<file path="src/rtl/i2cb_pkg.sv">
package i2cb_pkg;

    // Host operation chosen in a cycle
    typedef enum logic [2:0] {
        HOP_IDLE,
        HOP_LOAD,
        HOP_STORE,
        HOP_FETCH,
        HOP_BLANK
    } host_op_e;

    // Which read response is returned in the current cycle
    typedef enum logic [1:0] {
        RS_QUIET,
        RS_HOST_READ,
        RS_HOST_BLANK,
        RS_SEQ_READ
    } rsp_state_e;

endpackage

</file>
<file path="src/rtl/i2cb_mem.sv">
module i2cb_mem #(
    parameter int DEPTH = 538,
    parameter int AW    = 10,
    parameter int DW    = 8
) (
    input  logic          clk,
    input  logic          we,
    input  logic          re,
    input  logic [AW-1:0] addr,
    input  logic [DW-1:0] wdata,
    output logic [DW-1:0] rdata
);
    localparam logic [AW-1:0] TOP = AW'(DEPTH - 1);

    logic [DW-1:0] cells [DEPTH];

    always_ff @(posedge clk) begin
        if (we && addr <= TOP) begin
            cells[addr] <= wdata;
        end
        if (re) begin
            rdata <= (addr <= TOP) ? cells[addr] : '0;
        end
    end
endmodule

</file>
<file path="src/rtl/i2cb_ptr.sv">
module i2cb_ptr
    import i2cb_pkg::*;
#(
    parameter int DEPTH = 538,
    parameter int AW    = 10
) (
    input  logic          clk,
    input  logic          rst_n,
    input  host_op_e      hop,
    input  logic [AW-1:0] load_idx,
    input  logic          load_dir,
    output logic [AW-1:0] ptr,
    output logic          dir_rd
);
    localparam logic [AW-1:0] TOP = AW'(DEPTH - 1);

    logic          advance;
    logic [AW-1:0] ptr_next;

    always_comb begin
        advance  = (hop == HOP_STORE) || (hop == HOP_FETCH);
        ptr_next = (ptr == TOP) ? '0 : ptr + AW'(1);
    end

    always_ff @(posedge clk) begin
        if (!rst_n) begin
            ptr    <= '0;
            dir_rd <= 1'b0;
        end else if (hop == HOP_LOAD) begin
            ptr    <= (load_idx <= TOP) ? load_idx : '0;
            dir_rd <= load_dir;
        end else if (advance) begin
            ptr    <= ptr_next;
        end
    end


    ptr_wrap_chk: assert property (@(posedge clk) disable iff (!rst_n)
        (advance && ptr == TOP) |=> (ptr == '0));


    idx_load_chk: assert property (@(posedge clk) disable iff (!rst_n)
        (hop == HOP_LOAD && load_idx <= TOP) |=> (ptr == $past(load_idx)));


    blank_hold_chk: assert property (@(posedge clk) disable iff (!rst_n)
        (hop == HOP_BLANK || hop == HOP_IDLE) |=> $stable(ptr));
endmodule

</file>
<file path="src/rtl/i2cb_arb.sv">
module i2cb_arb
    import i2cb_pkg::*;
(
    input  logic     clk,
    input  logic     rst_n,
    input  logic     host_valid,
    input  logic     host_write,
    input  logic     host_load,
    input  logic     dir_rd,
    input  logic     seq_valid,
    input  logic     seq_write,
    output host_op_e hop,
    output logic     seq_rd_go,
    output logic     seq_wr_go,
    output logic     host_ready,
    output logic     host_rvalid,
    output logic     host_from_mem,
    output logic     seq_rvalid
);
    rsp_state_e state_q, state_d;

    // Grant: sequencer first, an index load never needs the memory
    always_comb begin
        seq_rd_go  = seq_valid && !seq_write;
        seq_wr_go  = seq_valid && seq_write;
        host_ready = !(seq_valid && host_valid && !(host_write && host_load));
        hop        = HOP_IDLE;
        if (host_valid && host_ready) begin
            if (host_write) begin
                hop = host_load ? HOP_LOAD : HOP_STORE;
            end else begin
                hop = dir_rd ? HOP_FETCH : HOP_BLANK;
            end
        end
    end

    // Next response state
    always_comb begin
        if (seq_rd_go) begin
            state_d = RS_SEQ_READ;
        end else if (hop == HOP_FETCH) begin
            state_d = RS_HOST_READ;
        end else if (hop == HOP_BLANK) begin
            state_d = RS_HOST_BLANK;
        end else begin
            state_d = RS_QUIET;
        end
    end

    always_ff @(posedge clk) begin
        if (!rst_n) begin
            state_q <= RS_QUIET;
        end else begin
            state_q <= state_d;
        end
    end

    always_comb begin
        host_rvalid   = 1'b0;
        host_from_mem = 1'b0;
        seq_rvalid    = 1'b0;
        unique case (state_q)
            RS_QUIET:      ;
            RS_HOST_READ:  begin host_rvalid = 1'b1; host_from_mem = 1'b1; end
            RS_HOST_BLANK: host_rvalid = 1'b1;
            RS_SEQ_READ:   seq_rvalid = 1'b1;
            default:       ;
        endcase
    end


    seq_rsp_chk: assert property (@(posedge clk) disable iff (!rst_n)
        (seq_valid && !seq_write) |=> (seq_rvalid && !host_rvalid));


    fetch_rsp_chk: assert property (@(posedge clk) disable iff (!rst_n)
        (hop == HOP_FETCH) |=> (host_rvalid && host_from_mem));


    blank_rsp_chk: assert property (@(posedge clk) disable iff (!rst_n)
        (hop == HOP_BLANK) |=> (host_rvalid && !host_from_mem));
endmodule

</file>
<file path="src/rtl/i2c_bytebuf_port.sv">
module i2c_bytebuf_port
    import i2cb_pkg::*;
#(
    parameter  int DEPTH = 538,
    localparam int IDX_W = $clog2(DEPTH),
    localparam int HW_W  = IDX_W + 10
) (
    input  logic             clk,
    input  logic             rst_n,
    input  logic             host_valid,
    input  logic             host_write,
    input  logic [HW_W-1:0]  host_wdata,
    output logic             host_ready,
    output logic             host_rvalid,
    output logic [7:0]       host_rdata,
    input  logic             seq_valid,
    input  logic             seq_write,
    input  logic [IDX_W-1:0] seq_addr,
    input  logic [7:0]       seq_wdata,
    output logic             seq_rvalid,
    output logic [7:0]       seq_rdata
);
    localparam int BIT_DIR  = IDX_W + 8;
    localparam int BIT_LOAD = IDX_W + 9;

    logic             f_load, f_dir;
    logic [IDX_W-1:0] f_idx;
    logic [7:0]       f_byte;
    host_op_e         hop;
    logic             seq_rd_go, seq_wr_go, host_from_mem, dir_rd;
    logic [IDX_W-1:0] ptr, mem_addr;
    logic             mem_we, mem_re;
    logic [7:0]       mem_wdata, mem_q;

    always_comb begin
        f_byte = host_wdata[7:0];
        f_idx  = host_wdata[IDX_W+7:8];
        f_dir  = host_wdata[BIT_DIR];
        f_load = host_wdata[BIT_LOAD];
    end

    i2cb_arb u_arb (
        .clk           (clk),
        .rst_n         (rst_n),
        .host_valid    (host_valid),
        .host_write    (host_write),
        .host_load     (f_load),
        .dir_rd        (dir_rd),
        .seq_valid     (seq_valid),
        .seq_write     (seq_write),
        .hop           (hop),
        .seq_rd_go     (seq_rd_go),
        .seq_wr_go     (seq_wr_go),
        .host_ready    (host_ready),
        .host_rvalid   (host_rvalid),
        .host_from_mem (host_from_mem),
        .seq_rvalid    (seq_rvalid)
    );

    i2cb_ptr #(.DEPTH(DEPTH), .AW(IDX_W)) u_ptr (
        .clk      (clk),
        .rst_n    (rst_n),
        .hop      (hop),
        .load_idx (f_idx),
        .load_dir (f_dir),
        .ptr      (ptr),
        .dir_rd   (dir_rd)
    );

    always_comb begin
        mem_we    = seq_wr_go || (hop == HOP_STORE);
        mem_re    = seq_rd_go || (hop == HOP_FETCH);
        mem_addr  = seq_valid ? seq_addr : ptr;
        mem_wdata = seq_valid ? seq_wdata : f_byte;
    end

    i2cb_mem #(.DEPTH(DEPTH), .AW(IDX_W), .DW(8)) u_mem (
        .clk   (clk),
        .we    (mem_we),
        .re    (mem_re),
        .addr  (mem_addr),
        .wdata (mem_wdata),
        .rdata (mem_q)
    );

    always_comb begin
        host_rdata = (host_rvalid && host_from_mem) ? mem_q : 8'h00;
        seq_rdata  = seq_rvalid ? mem_q : 8'h00;
    end


    seq_wins_chk: assert property (@(posedge clk) disable iff (!rst_n)
        (seq_valid && host_valid && !host_write) |=> !host_rvalid);
endmodule

</file>
<file path="config.mk">
export PLATFORM = sky130hd
export DESIGN_NAME = i2c_bytebuf_port
export DESIGN_NICKNAME = d
export VERILOG_FILES = /design/src/rtl/i2cb_pkg.sv /design/src/rtl/i2cb_mem.sv /design/src/rtl/i2cb_ptr.sv /design/src/rtl/i2cb_arb.sv /design/src/rtl/i2c_bytebuf_port.sv
export SDC_FILE = /design/constraint.sdc
export NUM_CORES = 2
export LEC_CHECK = 0
export BUFFER_PORTS_ARGS = -buffer_cell sky130_fd_sc_hd__buf_2
export CORE_MARGIN = 1
export CORE_UTILIZATION = 56
export CTS_BUF_LIST = sky130_fd_sc_hd__clkbuf_8 sky130_fd_sc_hd__clkbuf_16
export DETAILED_ROUTE_END_ITERATION = 7
export PLACE_DENSITY = 0.72
export SYNTH_ARGS = -nofsm -noshare
export SYNTH_HDL_FRONTEND = slang
export SYNTH_MEMORY_MAX_BITS = 65536
export SYNTH_SLANG_ARGS = --single-unit
export TNS_END_PERCENT = 100
</file>
<file path="constraint.sdc">
create_clock -name clk -period 13 [get_ports clk]
set_input_delay 0 -clock clk [delete_from_list [all_inputs] [get_ports clk]]
set_output_delay 0 -clock clk [all_outputs]
set_load 0.02 [all_outputs]
</file>
=== Word level (Yosys, flattened, before mapping) ===
Memories as Yosys holds them, arrays and structs flattened. A register that Yosys moved wholly into a read port is not among the register bits.
Cells that the tools add are included.

* Register bits: 13
* Memories: 1
* Word-level logic and storage cells: 52
* RAM bits: 4304

* Muxes and demuxes: 20
* Order comparisons: 2
* Reduce and logical (&&, ||, !) cells: 17
* Add/sub/neg operators: 1
* Equality and inequality tests: 8

{| class="wikitable"
|+ Memory list
! name !! depth !! width !! read ports !! clocked after Yosys merged registers in !! write ports !! RTL line !! RTL
|-
| u_mem.cells || 538 || 8 || 1 || 1 || 1 || i2cb_mem.sv:15 || <nowiki>logic [DW-1:0] cells [DEPTH];</nowiki>
|}

{| class="wikitable"
|+ Operators by type and width
! cell !! number
|-
| $mux W10 || 5
|-
| $mux W8 || 3
|-
| $le A10 B10 Y1 const B || 2
|-
| $add A10 B1 Y10 const B || 1
|-
| $eq A10 B10 Y1 const B || 1
|-
| $mux W3 || 3
|-
| $logic_and A1 B1 Y1 || 8
|-
| $mux W2 || 4
|-
| $eq A3 B2 Y1 const B || 2
|-
| $mux W1 || 5
|-
| $eq A2 B2 Y1 const B || 2
|-
| $logic_not A1 Y1 || 4
|-
| $eq A3 B1 Y1 const B || 1
|-
| $eq A3 B3 Y1 const B || 1
|-
| $logic_or A1 B1 Y1 || 3
|-
| $eq A2 B1 Y1 const B || 1
|-
| $reduce_bool A2 Y1 || 1
|-
| $reduce_or A2 Y1 || 1
|}

=== Longest topological paths before layout ===
* Depth in word-level cells: 11
* Mapped depth: 16

=== Hierarchy ===
A second synthesis with hierarchy kept.

* Cell total of the unflattened synthesis: 8559
* Area, all modules: 167918.5 µm²

{| class="wikitable"
|+ By module, submodules not included
! module !! cells an instance !! area each (µm²) !! seq. area each (µm²) !! times used
|-
| i2cb_mem || 8407 || 166589.8 || 129484.2 || 1
|-
| i2cb_ptr || 92 || 754.5 || 220.2 || 1
|-
| i2c_bytebuf_port || 40 || 396.6 || 0.0 || 1
|-
| i2cb_arb || 20 || 177.7 || 40.0 || 1
|}

=== Worst setup path before layout ===
OpenSTA, ideal clock, no wires.

* Path kind: input to register
* Start: input seq_valid
* End: memory u_mem.cells[0][0] (data pin)
* Library setup time: 0.948 ns
* Data required time: 12.052 ns
* Path slack: 7.057 ns
* Cell stages on the path: 6
* Arrival time: 4.995 ns
* Path through: buf_2 -> buf_2 -> buf_2 -> clkbuf_1 -> clkbuf_1 -> mux2_2

* Word-level cells in the longest chain between the ends: 1

{| class="wikitable"
|+ Ends and longest elaborated chain
! what !! RTL line !! RTL
|-
| start, declared || i2c_bytebuf_port.sv:16 || <nowiki>input logic seq_valid,</nowiki>
|-
| $mux W8 || i2c_bytebuf_port.sv:74 || <nowiki>mem_wdata = seq_valid ? seq_wdata : f_byte;</nowiki>
|-
| net mem_wdata[0] || i2c_bytebuf_port.sv:33 || <nowiki>logic [7:0] mem_wdata, mem_q;</nowiki>
|-
| end, declared || i2cb_mem.sv:15 ||
|}

The timed path passes the listed nets, and every way through them passes these cells.

=== Worst setup path in the final report ===
* Start: register u_ptr.ptr[1]
* End: register u_mem.rdata[1] (read register of u_mem.cells) (data pin)

* Word-level cells in the longest chain between the ends: 3

{| class="wikitable"
|+ Ends and longest elaborated chain
! what !! RTL line !! RTL
|-
| start, declared || i2cb_ptr.sv:12 || <nowiki>output logic [AW-1:0] ptr,</nowiki>
|-
| start signal, assigned || i2cb_ptr.sv:30 || <nowiki>ptr <= (load_idx <= TOP) ? load_idx : '0;</nowiki>
|-
| start signal, assigned || i2cb_ptr.sv:33 || <nowiki>ptr <= ptr_next;</nowiki>
|-
| $mux W10 (*) || i2c_bytebuf_port.sv:73 || <nowiki>mem_addr = seq_valid ? seq_addr : ptr;</nowiki>
|-
| $le A10 B10 Y1 || i2cb_mem.sv:22 || <nowiki>rdata <= (addr <= TOP) ? cells[addr] : '0;</nowiki>
|-
| $logic_not A1 Y1 (no line) || -- ||
|-
| end, declared || i2cb_mem.sv:11 || <nowiki>output logic [DW-1:0] rdata</nowiki>
|}

Mark *: on every way between the ends. The rest lies on a longest branch, timed or not.
A chain may end at the register's enable or synchronous reset.

==> results.txt <==
outcome -> finished with violations
violated checks -> negative hold slack, max-capacitance violations
relative max-transition margin -> 0.340%
RD Place Congestion -> 0.934
drt initial violations -> 16879
largest net degree at the start of global routing -> 193
DP HPWL -> 289000 µm
EDFF count, synth -> 4312
TritonCTS clock tree -> built
worst flop-to-flop path endpoint -> u_mem.rdata[1]
Pleak -> 0.0593 µW
CP required -> 13650 ps
drt pass-1 iters -> 8
fillers -> 20072
Worst Hold Depth -> 2
synthesized flop and latch total -> 4325
drt total wl -> 495000 µm
DRC Markers -> 0
library cells used by synthesis -> 66
IO Port Bufs -> 62
Die Height -> 549 µm
Root Buffer -> clkbuf_16
post_cts resized -> 0
r2r worst-path depth -> 10
H-tree levels -> 5
Die Area -> 301000 µm²
final setup vio count -> 0
Core Area -> 297000 µm²
WS Path Type -> flip-flop to flip-flop
TritonCTS Buffers -> 413
Synth top area share -> 77.4%
GRT Residual Overflow -> 0
ys async rst share -> 0%
fmax -> 0.160 GHz
register area share after synthesis -> 77.6%
initial core utilization -> 56.3%
unrepaired setup endpoints after global routing -> false
Slew Limit Fails -> 0
HP Class -> input port to flip-flop
wire per inst -> 35.4 µm
CTS clk-pin slew, worst paths -> 70 ps
Worst-Margin Slew -> 1480 ps
Fin. Hold Viols -> 6
worst reg2reg path startpoint -> u_ptr.ptr[1]
maximum vdd drop -> 0.123 mV
Die Width -> 549 µm
count leader, synth -> edfxtp_1
first-pass GRT wire length -> 689000 µm
CTS Buffer Depth -> 4
Final Critical Period -> 6270 ps
leading area contributor after synthesis -> edfxtp_1
synthesized area per cell -> 17.5 µm²
site row count -> 200
CP Capture Type -> flip-flop
Sink Count -> 4325
antenna violations before repair -> 39
Nets -> 9747
Layout Skew -> 75.4 ps
Worst R2R Setup Slack -> 6730 ps
Period Utilization, post-route -> 48.2%
max cap viols -> 1
gr usage total -> 32.5%
routed via count -> 96501
Synth Instances -> 9565
Clk Latency, worst-skew pair -> 980 ps
CP max FO -> 96
Synth Net Count -> 9613
setup tns final -> 0 ps
Synth Flop Type -> edfxtp_1
pwr/cell area -> 157 nW/µm²
vias in the first global route -> 91832
top cells by count, synth -> edfxtp_1 (4312), mux2i_1 (1012), nand2_1 (978)
# IOs -> 63
Crit path arrival time -> 6920 ps
worst min-delay path endpoint -> u_mem.cells[70][6]
Vias/cell -> 6.89
YS warnings -> 0
layout cells sized above 1 -> 12.6%
startpoint types -> flip-flop
area delta synth->final -> 11.0%
Post-DRT Antenna Nets -> 0
synth top area cells -> edfxtp_1 (77%), mux2i_1 (6.1%), mux4_2 (4.8%), nand2_1 (2.2%), o22ai_1 (1.9%)
worst hold slack -> -11.3 ps
Post-Syn Area -> 167000 µm²
HP Start -> seq_wdata[6]
==> worst max-delay path, cell delays in order, from the launching register on <==
cell and delay, ps:
dfxtp_1 510, mux2_8 660, buf_4 650, buf_4 690
buf_12 530, mux4_2 410, a22o_1 230, a221oi_1 450
a31oi_1 210, o41ai_1 1120, a21oi_1 170
==> where the power goes <==
| group | total, µW | internal [µW] | switching [µW] |
|---|---|---|---|
| sequential | 15500 | 15500 | 10.1 |
| combinational | 1930 | 543 | 1380 |
| clock | 11700 | 6640 | 5100 |
==> kinds of logic (layout without fill, tap and decap cells) <==
group | Yosys count | after routing | share of synthesized area [%]
flip-flops | 4325 | 4325 | 77.6
multiplexers | 1383 | 1383 | 11.0
buffers and inverters | 607 | 1066 | 1.66
AO/OA/AOI/OAI | 1262 | 1262 | 4.73
XOR/XNOR | 1 | 1 | 0.00524
other | 0 | 35 | 0
adder cells (fa/ha/maj) | 4 | 4 | 0.0299
AND/OR/NAND/NOR | 1983 | 1983 | 5.06
==> layer usage <==
| metal | share of wire, % | track usage (%) | wire (µm) |
|---|---|---|---|
| met5 | 0.11 | 0.617 | 526 |
| met4 | 6.3 | 18.0 | 31100 |
| met3 | 14 | 9.53 | 70000 |
| met2 | 44 | 47.5 | 219000 |
| met1 | 35 | 44.1 | 174000 |
==> cell usage in the layout, fill, tap and decap left out, types with 40 or more instances in the layout <==
master,instances
nand3_1,104
buf_2,61
buf_4,184
clkbuf_16,423
mux2i_1,1007
clkinv_1,99
o22ai_1,501
a31oi_1,58
edfxtp_1,4312
nor2_1,563
mux4_2,357
o21ai_0,40
clkinv_2,65
a21oi_1,364
nor4_1,194
inv_1,100
dlygate4sd3_1,49
nand2_1,944
a22oi_1,151
==> final cells by class <==
class | instances | area [µm²] | area share [%]
Sequential cell | 4325 | 130000 | 69.8
Multi-Input combinational cell | 4633 | 35300 | 19.0
Clock buffer | 427 | 10600 | 5.73
Tap cell | 3939 | 4930 | 2.65
Timing Repair Buffer | 317 | 2630 | 1.41
Clock inverter | 313 | 2400 | 1.29
Antenna cell | 35 | 87.6 | 0.0471
Inverter | 9 | 33.8 | 0.0182
==> stage by stage <==
| step | setup slack (ps) | instances | util, % | cell area, µm² | power (µW) |
|---|---|---|---|---|---|
| finish | 6730 | 13998 | 62.5 | 186000 | 29100 |
| global route | 6790 | 13968 | 62.5 | 186000 | 29700 |
| CTS | 7090 | 13962 | 62.5 | 186000 | 29100 |
| detailed placement | 6760 | 13172 | 57.9 | 172000 | 17600 |
| global placement | 6630 | 13170 | 57.9 | 172000 | 17600 |
| floorplan | 7060 | 9565 | - | 167000 | 16900 |
==> timing repair <==
item                      4_1_cts  5_1_grt
hold buffers                   50        0
buffers inserted                0        0
hold endpoints to repair       68        0
==> worst max path at each step <==
stage	from	end	slack [ps]	cells after the start
floorplan	seq_valid	u_mem.cells[0][0]	7060	6
global placement	seq_valid	u_mem.rdata[3]	6630	12
detailed placement	seq_valid	u_mem.rdata[1]	6760	11
CTS	u_ptr.ptr[1]	u_mem.rdata[1]	7090	9
global route	u_ptr.ptr[0]	u_mem.rdata[0]	6790	11
finish	u_ptr.ptr[1]	u_mem.rdata[1]	6730	10
==> registers in the layout (all words and copies together) (netlist names) <==
register       flops
u_ptr.dir_rd       1
u_mem.rdata        8
u_ptr.ptr         10
u_mem.cells     4304
u_arb.state_q      2
Note: power is estimated with default switching activity, not from simulation.
